$ cat config.mk
export PLATFORM = sky130hd
export DESIGN_NAME = sram_port_ctrl
export DESIGN_NICKNAME = d
export VERILOG_FILES = /design/src/rtl/sram_port_pkg.sv /design/src/rtl/sram_port_seq.sv /design/src/rtl/sram_port_dp.sv /design/src/rtl/sram_port_ctrl.sv
export SDC_FILE = /design/constraint.sdc
export NUM_CORES = 1
export LEC_CHECK = 0
export BUFFER_PORTS_ARGS = -buffer_cell sky130_fd_sc_hd__buf_2
export CAP_MARGIN = 40
export CORE_MARGIN = 3
export CORE_UTILIZATION = 47
export CTS_CLUSTER_DIAMETER = 200
export CTS_CLUSTER_SIZE = 16
export DETAILED_ROUTE_END_ITERATION = 7
export PLACE_DENSITY = 0.87
export SYNTH_ARGS = -nofsm -noshare
export SYNTH_HDL_FRONTEND = slang
export SYNTH_SLANG_ARGS = --single-unit
$ cat constraint.sdc
create_clock -name clk -period 1.69 [get_ports clk]
set_input_delay 0.338 -clock clk [delete_from_list [all_inputs] [get_ports clk]]
set_output_delay 0.338 -clock clk [all_outputs]
set_load 0.02 [all_outputs]
$ cat src/rtl/sram_port_pkg.sv
package sram_port_pkg;

  typedef enum logic [2:0] {
    ST_IDLE,
    ST_ADDR,
    ST_PULSE,
    ST_RECOV,
    ST_ACCESS
  } seqState_t;

  // per-clock control requests from sequencer to datapath
  typedef struct packed {
    logic load;     // register user request
    logic chipOn;   // chip enable asserted next clock
    logic writeOn;  // write enable asserted next clock
    logic outOn;    // output enable asserted next clock
    logic laneOn;   // enabled lanes asserted next clock
    logic driveOn;  // own data drivers on next clock
    logic capture;  // sample returned data at this edge
  } pinCtl_t;

  // clocks needed to cover a limit, never fewer than one
  function automatic int cyclesFor(input int limitPs, input int clkPs);
    int n;
    n = (limitPs + clkPs - 1) / clkPs;
    return (n < 1) ? 1 : n;
  endfunction

endpackage

$ cat src/rtl/sram_port_seq.sv
module sram_port_seq
  import sram_port_pkg::*;
#(
  parameter int CLK_PS  = 10000,
  parameter int WP_PS   = 6500,
  parameter int DW_PS   = 5000,
  parameter int WR_PS   = 0,
  parameter int ACC_PS  = 8000
) (
  input  logic    clk,
  input  logic    rst_n,
  input  logic    req,
  input  logic    reqWrite,
  output pinCtl_t ctl,
  output logic    ack
);

  localparam int PULSE_LIM = (WP_PS > DW_PS) ? WP_PS : DW_PS;
  localparam int PULSE_CYC = cyclesFor(PULSE_LIM, CLK_PS);
  localparam int RECOV_CYC = cyclesFor(WR_PS, CLK_PS);
  localparam int ACC_CYC   = cyclesFor(ACC_PS, CLK_PS);
  localparam int MAX_A     = (PULSE_CYC > RECOV_CYC) ? PULSE_CYC : RECOV_CYC;
  localparam int MAX_CYC   = (MAX_A > ACC_CYC) ? MAX_A : ACC_CYC;
  localparam int CNT_W     = $clog2(MAX_CYC + 1);

  seqState_t  state, stateNext;
  logic [CNT_W-1:0] cnt;
  logic       isWrite;
  logic       pulseLast, recovLast, accLast;
  logic       accept, finish;

  assign pulseLast = (cnt == CNT_W'(PULSE_CYC - 1));
  assign recovLast = (cnt == CNT_W'(RECOV_CYC - 1));
  assign accLast   = (cnt == CNT_W'(ACC_CYC - 1));
  assign accept    = (state == ST_IDLE) && req && !ack;

  always_comb begin
    stateNext = state;
    finish    = 1'b0;
    unique case (state)
      ST_IDLE:   if (accept) stateNext = ST_ADDR;
      ST_ADDR:   stateNext = isWrite ? ST_PULSE : ST_ACCESS;
      ST_PULSE:  if (pulseLast) stateNext = ST_RECOV;
      ST_RECOV:  if (recovLast) begin
                   stateNext = ST_IDLE;
                   finish    = 1'b1;
                 end
      ST_ACCESS: if (accLast) begin
                   stateNext = ST_IDLE;
                   finish    = 1'b1;
                 end
      default:   stateNext = ST_IDLE;
    endcase
  end

  always_comb begin
    ctl         = '0;
    ctl.load    = accept;
    ctl.chipOn  = (stateNext == ST_PULSE) || (stateNext == ST_RECOV) ||
                  (stateNext == ST_ACCESS);
    ctl.laneOn  = ctl.chipOn;
    ctl.writeOn = (stateNext == ST_PULSE);
    ctl.driveOn = (stateNext == ST_PULSE);
    ctl.outOn   = (stateNext == ST_ACCESS);
    ctl.capture = (state == ST_ACCESS) && accLast;
  end

  always_ff @(posedge clk) begin
    if (!rst_n) begin
      state   <= ST_IDLE;
      cnt     <= '0;
      isWrite <= 1'b0;
      ack     <= 1'b0;
    end else begin
      state <= stateNext;
      ack   <= finish;
      if (accept) isWrite <= reqWrite;
      if (stateNext != state) cnt <= '0;
      else                    cnt <= cnt + 1'b1;
    end
  end

endmodule

$ cat src/rtl/sram_port_dp.sv
module sram_port_dp
  import sram_port_pkg::*;
#(
  parameter int ADDR_W = 18,
  parameter int DATA_W = 16,
  parameter int LANE_W = 8,
  localparam int LANES = DATA_W / LANE_W
) (
  input  logic              clk,
  input  logic              rst_n,
  input  pinCtl_t           ctl,
  input  logic [ADDR_W-1:0] reqAddr,
  input  logic [DATA_W-1:0] reqWdata,
  input  logic [LANES-1:0]  reqByteEn,
  input  logic [DATA_W-1:0] memDqIn,
  output logic [ADDR_W-1:0] memAddr,
  output logic              memCeN,
  output logic              memWeN,
  output logic              memOeN,
  output logic [LANES-1:0]  memLaneN,
  output logic [DATA_W-1:0] memDqOut,
  output logic              memDqOe,
  output logic [DATA_W-1:0] rdData
);

  logic [ADDR_W-1:0] addrQ;
  logic [DATA_W-1:0] dataQ;
  logic [LANES-1:0]  laneQ;

  always_ff @(posedge clk) begin
    if (!rst_n) begin
      addrQ   <= '0;
      dataQ   <= '0;
      laneQ   <= '0;
      memCeN  <= 1'b1;
      memWeN  <= 1'b1;
      memOeN  <= 1'b1;
      memDqOe <= 1'b0;
    end else begin
      if (ctl.load) begin
        addrQ <= reqAddr;
        dataQ <= reqWdata;
        laneQ <= reqByteEn;
      end
      memCeN  <= !ctl.chipOn;
      memWeN  <= !ctl.writeOn;
      memOeN  <= !ctl.outOn;
      memDqOe <= ctl.driveOn;
    end
  end

  assign memAddr  = addrQ;
  assign memDqOut = dataQ;

  for (genvar g = 0; g < LANES; g++) begin : g_lane
    always_ff @(posedge clk) begin
      if (!rst_n) begin
        memLaneN[g] <= 1'b1;
        rdData[g*LANE_W +: LANE_W] <= '0;
      end else begin
        memLaneN[g] <= !(ctl.laneOn && laneQ[g]);
        if (ctl.capture)
          rdData[g*LANE_W +: LANE_W] <= laneQ[g] ? memDqIn[g*LANE_W +: LANE_W]
                                                 : '0;
      end
    end
  end

endmodule

$ cat src/rtl/sram_port_ctrl.sv
module sram_port_ctrl
  import sram_port_pkg::*;
#(
  parameter int ADDR_W = 18,
  parameter int DATA_W = 16,
  parameter int CLK_PS = 10000,
  parameter int WP_PS  = 6500,
  parameter int DW_PS  = 5000,
  parameter int WR_PS  = 0,
  parameter int ACC_PS = 8000,
  localparam int LANES = DATA_W / 8
) (
  input  logic              clk,
  input  logic              rst_n,
  input  logic              req,
  input  logic              reqWrite,
  input  logic [ADDR_W-1:0] reqAddr,
  input  logic [DATA_W-1:0] reqWdata,
  input  logic [LANES-1:0]  reqByteEn,
  output logic              ack,
  output logic [DATA_W-1:0] rdData,
  output logic [ADDR_W-1:0] memAddr,
  output logic              memCeN,
  output logic              memWeN,
  output logic              memOeN,
  output logic [LANES-1:0]  memLaneN,
  output logic [DATA_W-1:0] memDqOut,
  input  logic [DATA_W-1:0] memDqIn,
  output logic              memDqOe
);

  pinCtl_t ctl;

  sram_port_seq #(
    .CLK_PS(CLK_PS), .WP_PS(WP_PS), .DW_PS(DW_PS),
    .WR_PS(WR_PS), .ACC_PS(ACC_PS)
  ) u_seq (
    .clk(clk), .rst_n(rst_n), .req(req), .reqWrite(reqWrite),
    .ctl(ctl), .ack(ack)
  );

  sram_port_dp #(
    .ADDR_W(ADDR_W), .DATA_W(DATA_W), .LANE_W(8)
  ) u_dp (
    .clk(clk), .rst_n(rst_n), .ctl(ctl),
    .reqAddr(reqAddr), .reqWdata(reqWdata), .reqByteEn(reqByteEn),
    .memDqIn(memDqIn), .memAddr(memAddr), .memCeN(memCeN),
    .memWeN(memWeN), .memOeN(memOeN), .memLaneN(memLaneN),
    .memDqOut(memDqOut), .memDqOe(memDqOe), .rdData(rdData)
  );

endmodule

==> qor.txt, run 1 <==
Finish-stage setup viols - 0
maximum level of the CTS H-tree - 3
element type at the critical path start - flop
Max Fanout on Critical Path - 9
number of buffers inserted by post-CTS setup repair - 0
number of port buffers - 112
number of distinct library cells after synthesis - 32
async set or reset register ratio after synthesis - 0%
Total Die Area - 6440 um^2
number of global-route vias before repair - 2118
Setup CP Type - reg2reg
Bufs on Longest Clock Path - 2
post-layout minimum cycle time - 1470 ps
remaining max-slew budget at the tightest pin - 71.6%
share of cells above drive strength 1 - 40.0%
layout-stage area growth over the synthesis result - 31.4%
final clock period utilization by the worst path - 87.1%
count of maximum capacitance violations - 0
Slew Limit Fails - 0
Hold Fails Final Rpt - 0
clk sink count - 64
first-pass GRT wire length - 9250 um
Post-Synthesis Net Count - 333
global placer's final weighted congestion - 0.779
Total GRT Usage - 18.2%
measured slew at the worst slew-check pin - 423 ps
maximum resistive drop on vdd - 0.745 mV
clock latency at the later pin of the worst-skew pair - 320 ps
nature of the critical path endpoint - flop
DRT Pass-1 Iters - 4
CP required - 1940 ps
number of core rows - 26
HPWL Detailed - 4060 um
total wire length - 5660 um
DRC - 0
post-synthesis instance area - 2590 um^2
EDFF count, synth - 0
area of placed instances - 3210 um^2
number of warnings issued by yosys - 0
post-synthesis cell type with the largest combined area - dfxtp_1
Die Height - 80.3 um
number of DRC markers after the initial detailed-route iteration - 72
status - finished clean
most common cell in the synthesized netlist - nand2_1
Leakage - 1.58 nW
top cell type's share of synthesized area - 49.4%
Antenna diodes - 0
Detail Route Antenna Nets - 0
Total Neg Setup Slack - 0 ps
flip-flop and latch count after synthesis - 64
Net count, final - 441
synthesized area per cell - 9.36 um^2
drt wl/cell - 12.3 um
register area share after synthesis - 49.4%
ranking of synthesized cells by area - dfxtp_1 49%, mux2i_1 15%, nand2_1 12%, a21boi_2 4.3%, nand3_1 3.5%
setup slack after layout - 218 ps
via count - 2231
total overflow reported by the global router - 0
number of primary I/O pins - 113
antenna violations before repair - 0
cell chosen for the clock root - clkbuf_8
number of buffers inserted during clock tree synthesis - 9
maximum number of pins on one net before global-route repair - 97
post-route cell area - 3410 um^2
commonest cells in the synthesized netlist - 82 x nand2_1, 64 x dfxtp_1, 38 x mux2i_1
horizontal die dimension - 80.3 um
cell count after synthesis - 277
post-CTS clock slew at the launch and capture registers of the worst setup and hold paths - 70 ps
starting density of the core - 49.8%
number of gates resized after CTS - 0
Vias per Instance - 4.85
RSZ-0062 raised after global routing - false
class of the tightest hold or removal check - in2reg
total power density per cell area - 1060 nW/um^2
TritonCTS clock tree - built
clock tree skew after final layout - 9.20 ps
maximum clock frequency - 680 MHz
hold buffer count at cts - 0
post-placement setup slack - 189 ps
area of the core - 5200 um^2
data arrival at the endpoint of the critical path - 1720 ps
most used flip-flop cell after synthesis - dfxtp_1
-- path summary, 6_finish.rpt --
path	from	to	slack, ps	depth (start not counted)
worst max register to register	u_seq.state[0]	u_dp.memAddr[3]	220	3
worst min register to register	u_dp.rdData[0]	u_dp.rdData[0]	450	2
worst max-delay path	u_seq.state[0]	u_dp.memAddr[3]	220	3
worst min-delay path	reqWdata[4]	u_dp.memDqOut[4]	250	3
-- kinds of logic after synthesis --
kind of cell           Yosys count  share of synthesized area, %
AND/OR/NAND/NOR                127                          23.0
flip-flops                      64                          49.4
buffers and inverters           24                          4.78
multiplexers                    38                          14.7
XOR/XNOR                         1                         0.338
AO/OA/AOI/OAI                   23                          7.77
-- cell usage in the layout, fill, tap and decap left out --
cell type / count
nand3b_1: 2
buf_12: 2
dfxtp_1: 64
a21boi_1: 6
or4_1: 1
a21oi_1: 2
nor2_1: 1
nand4bb_1: 1
bufinv_16: 1
o22ai_1: 1
o221ai_1: 1
clkbuf_8: 11
nand2_2: 10
xnor2_1: 1
nand3_1: 18
clkbuf_1: 2
o21ai_0: 1
a221oi_1: 1
and3b_1: 1
nand2_1: 82
nor4b_4: 1
buf_2: 112
and3_1: 1
o21ai_1: 1
or4b_1: 1
mux2i_1: 38
clkinv_2: 2
buf_4: 5
inv_1: 2
nor4_2: 1
or2_2: 1
a21boi_2: 10
nand2b_1: 5
nor2b_1: 1
-- area by class of cell --
type / count / area [um^2]
well taps: 70 / 87.6
clock inverters: 3 / 40.0
flip-flops and latches: 64 / 1280
clock buffers: 13 / 159
multi-input cells: 189 / 1190
repair buffers: 119 / 638
inverters: 2 / 7.51
fillers: 427 / 1800
-- critical path: stages (launching register included) --
cell     delay, ps
dfxtp_1        400
nor4_2         480
buf_4          290
mux2i_1        220
-- sequential cells by signal, summed over array words and instances, names as in the netlist --
| register | flops |
|---|---|
| u_dp.memOeN | 1 |
| u_dp.rdData | 16 |
| u_seq.state | 3 |
| u_dp.laneQ | 2 |
| u_dp.memCeN | 1 |
| u_seq.cnt | 1 |
| u_dp.memLaneN | 2 |
| u_dp.memDqOe | 1 |
| u_dp.memWeN | 1 |
| u_dp.memAddr | 18 |
| u_seq.ack | 1 |
| u_seq.isWrite | 1 |
| u_dp.memDqOut | 16 |
-- metal layers --
layer / vias to the layer above / share of wire (%) / GRT usage, %
met5: - / 0 / 0
met1: 1008 / 44 / 21.6
li1: 1131 / - / -
met2: 83 / 46 / 30.5
met3: 9 / 8.8 / 5.49
met4: 0 / 1.4 / 7.60
-- power by group --
group / switching, W / internal (W) / leakage, nW
logic: 0.000359 / 0.000272 / 0.959
clock network: 0.000533 / 0.000759 / 0.103
registers: 0.0000799 / 0.00162 / 0.523
-- metrics by stage --
stage               total power, W  hold slack (ps)  std cells  utilization, %
global placement           0.00235              434        444            61.6
floorplan                  0.00215              448        277               -
detailed placement         0.00237              443        444            61.6
global route               0.00380              245        460            65.5
finish                     0.00362              255        460            65.5
CTS                        0.00367              239        460            65.5
(Power assumes the default switching activity.)
==> run 2, diff against run 1 <==
--- a/config.mk
+++ b/config.mk
@@ -12,7 +12,8 @@
 export CTS_CLUSTER_DIAMETER = 200
 export CTS_CLUSTER_SIZE = 16
 export DETAILED_ROUTE_END_ITERATION = 7
-export PLACE_DENSITY = 0.87
+export PLACE_DENSITY = 0.88
 export SYNTH_ARGS = -nofsm -noshare
 export SYNTH_HDL_FRONTEND = slang
+export SYNTH_HIERARCHICAL = 1
 export SYNTH_SLANG_ARGS = --single-unit
==> run 2 against run 1 <==
Critical path depth rose by 2. Wire length fell by 3.2%. Clock power rose by 8%. Sequential power fell by 3%. Sequential cell count did not move. Design area fell by 3.2%. Synthesized cell count fell by 12%. Critical endpoint is now u_dp/memAddr[0]. Largest cell class unchanged.
==> qor.txt, run 2 <==
Vias per Instance - 4.85 (about the same)
EDFF count, synth - 0 (unchanged)
number of buffers inserted by post-CTS setup repair - 0 (unchanged)
post-layout minimum cycle time - 1470 ps (about the same)
Bufs on Longest Clock Path - 2 (unchanged)
share of cells above drive strength 1 - 38.0% (was 40.0%)
DRC - 0 (unchanged)
top cell type's share of synthesized area - 50.0% (was 49.4%)
Slew Limit Fails - 0 (unchanged)
first-pass GRT wire length - 8690 um (was 9250 um)
antenna violations before repair - 0 (unchanged)
number of primary I/O pins - 113 (unchanged)
number of core rows - 26 (unchanged)
global placer's final weighted congestion - 0.788 (was 0.779)
CP required - 1900 ps (was 1940 ps)
Filler Cells Inserted - 416 (was 427)
ranking of synthesized cells by area - dfxtp_1 50%, mux2i_1 15%, nor2b_1 9.0%, nand3b_1 5.3%, nand4_1 3.9% (was dfxtp_1 49%, mux2i_1 15%, nand2_1 12%, a21boi_2 4.3%, nand3_1 3.5%)
nature of the critical path endpoint - flop (unchanged)
worst reg2reg endpoint - u_dp/memAddr[0] (was u_dp.memAddr[3])
starting density of the core - 49.5% (was 49.8%)
horizontal die dimension - 79.8 um (was 80.3 um)
Detail Route Antenna Nets - 0 (unchanged)
number of global-route vias before repair - 1970 (was 2118)
final clock period utilization by the worst path - 87.1% (about the same)
Antenna diodes - 0 (unchanged)
number of warnings issued by yosys - 6 (was 0)
number of distinct library cells after synthesis - 28 (was 32)
status - finished clean (unchanged)
most frequent standard cell in the layout excluding fill and tap cells - buf_2 (unchanged)
area of the core - 5170 um^2 (was 5200 um^2)
most used cells in the layout excluding fill and tap cells - 112 x buf_2, 64 x dfxtp_1, 38 x mux2i_1 (was 112 x buf_2, 82 x nand2_1, 64 x dfxtp_1)
commonest cells in the synthesized netlist - 64 x dfxtp_1, 38 x mux2i_1, 37 x nor2b_1 (was 82 x nand2_1, 64 x dfxtp_1, 38 x mux2i_1)
cell chosen for the clock root - clkbuf_8 (unchanged)
number of buffers inserted during clock tree synthesis - 9 (unchanged)
setup slack after layout - 218 ps (about the same)
area of placed instances - 3090 um^2 (was 3210 um^2)
hold depth - 3 (unchanged)
maximum level of the CTS H-tree - 3 (unchanged)
Die Height - 79.8 um (was 80.3 um)
Finish-stage setup viols - 0 (unchanged)
maximum number of pins on one net before global-route repair - 58 (was 97)
most common cell in the synthesized netlist - dfxtp_1 (was nand2_1)
Post-Synthesis Net Count - 299 (was 333)
Critical Path Stages - 5 (was 3)
depth of the worst register-to-register path - 5 (was 3)
post-synthesis instance area - 2560 um^2 (was 2590 um^2)
clk sink count - 64 (unchanged)
RSZ-0062 raised after global routing - false (unchanged)
Setup CP Type - reg2reg (unchanged)
highest cell delay on the worst timing path - 380 ps (was 480 ps)
maximum clock frequency - 679 MHz (was 680 MHz)
flip-flop and latch count after synthesis - 64 (unchanged)
measured slew at the worst slew-check pin - 440 ps (was 423 ps)
async set or reset register ratio after synthesis - 0% (unchanged)
cell count after synthesis - 243 (was 277)
critical path's top delay family - simple AND/OR/NAND/NOR gates (unchanged)
r2r setup slk - 220 ps (about the same)
drt wl/cell - 13.0 um (was 12.3 um)
maximum resistive drop on vdd - 0.584 mV (was 0.745 mV)
register area share after synthesis - 50.0% (was 49.4%)
worst reg2reg path startpoint - u_seq/state[0] (was u_seq.state[0])
clock latency at the later pin of the worst-skew pair - 320 ps (about the same)
most used flip-flop cell after synthesis - dfxtp_1 (unchanged)
post-placement setup slack - 82.8 ps (was 189 ps)
number of port buffers - 112 (unchanged)
post-CTS clock slew at the launch and capture registers of the worst setup and hold paths - 60 ps (was 70 ps)
number of gates resized after CTS - 0 (unchanged)
first element of the critical path - u_seq/state[0] (was u_seq.state[0])
data arrival at the endpoint of the critical path - 1680 ps (was 1720 ps)
total power density per cell area - 1080 nW/um^2 (was 1060 nW/um^2)
DRT Pass-1 Iters - 6 (was 4)
Total GRT Usage - 17.4% (was 18.2%)
layout-stage area growth over the synthesis result - 28.9% (was 31.4%)
total wire length - 5480 um (was 5660 um)
Max Fanout on Critical Path - 37 (was 9)
Total Die Area - 6370 um^2 (was 6440 um^2)
class of the tightest hold or removal check - in2reg (unchanged)
Total Neg Setup Slack - 0 ps (unchanged)
remaining max-slew budget at the tightest pin - 70.7% (was 71.6%)
Net count, final - 404 (was 441)
count of maximum capacitance violations - 0 (unchanged)
post-route cell area - 3300 um^2 (was 3410 um^2)
hold buffer count at cts - 0 (unchanged)
crit path capture - u_dp/memAddr[0] (was u_dp.memAddr[3])
number of DRC markers after the initial detailed-route iteration - 72 (unchanged)
total overflow reported by the global router - 0 (unchanged)
TritonCTS clock tree - built (unchanged)
fraction of the core area covered by cells at the end of the flow - 63.8% (was 65.5%)
Leakage - 1.60 nW (was 1.58 nW)
CP Cell Sequence - nor2_1 > and3b_2 > buf_12 > mux2i_1 > nor2b_1 (was nor4_2 > buf_4 > mux2i_1)
slowest cell on the critical path - dfxtp_1 (was nor4_2)
element type at the critical path start - flop (unchanged)
Hold Fails Final Rpt - 0 (unchanged)
HPWL Detailed - 3900 um (was 4060 um)
synthesized area per cell - 10.5 um^2 (was 9.36 um^2)
post-synthesis cell type with the largest combined area - dfxtp_1 (unchanged)
max reg flops - 18 (unchanged)
via count - 2052 (was 2231)
critical path buffer and inverter count - 1 (unchanged)
clock tree skew after final layout - 7.38 ps (was 9.20 ps)
run 2: cell types whose count changed in the layout (fill, tap and decap cells not counted), sizes merged, moves of 2 or more:
cell / before / now
a21boi: 16 / 0
a21oi: 2 / 4
and2: 0 / 2
nand2: 92 / 21
nand2b: 5 / 1
nand3: 18 / 3
nand3b: 2 / 18
nand4: 0 / 16
nor2b: 1 / 37
run 2: worst min-delay path, cell delays in order:
cell and delay (ps):
buf_2 70, nand4_1 80, nand2_1 60
run 2: logic make-up (layout without fill, tap and decap cells):
| kind of cell | count (synthesis) | in the layout | synth area share [%] |
|---|---|---|---|
| xor+xnor | 2 | 2 | 0.684 |
| simple gates | 106 | 106 | 24.9 |
| compound gates | 7 | 7 | 1.66 |
| mux | 38 | 38 | 14.9 |
| flops | 64 | 64 | 50.0 |
| buf+inv | 26 | 136 | 7.87 |
run 2: worst min-delay path by stage:
stage / start / end / slack [ps]
floorplan: u_seq/isWrite / u_seq/isWrite / 440
global placement: u_dp/rdData[9] / u_dp/rdData[9] / 450
detailed placement: u_dp/rdData[12] / u_dp/rdData[12] / 460
CTS: memDqIn[11] / u_dp/rdData[11] / 240
global route: memDqIn[1] / u_dp/rdData[1] / 240
finish: memDqIn[14] / u_dp/rdData[14] / 250
run 2: report_power, final:
group	internal, W	switching [W]
registers	0.00159	0.0000563
logic	0.000240	0.000279
clock network	0.000871	0.000522
total	0.00270	0.000857
run 2: layout make-up:
class | instances | area [um^2] | area share [%]
sequential | 64 | 1280 | 38.8
timing repair buffer | 118 | 631 | 19.1
multi-input combinational | 153 | 1080 | 32.7
tap | 70 | 87.6 | 2.65
inverter | 2 | 7.51 | 0.228
clock buffer | 13 | 149 | 4.51
clock inverter | 3 | 65.1 | 1.97
run 2: through the flow:
step,hold slack (ps),cells,power (W)
2_1_floorplan,443,243,0.00206
5_1_grt,242,423,0.00373
6_report,254,423,0.00356
3_5_place_dp,459,407,0.00220
4_1_cts,238,423,0.00361
3_3_place_gp,453,407,0.00219
run 2: layer usage:
layer	up-vias	routed length [um]	global-route usage, %	share of wire, %
met5	-	0	0	0
met4	0	108	9.80	2.0
met3	14	454	5.19	8.3
met2	87	2590	28.5	47
met1	921	2320	20.1	42
li1	1030	-	-	-
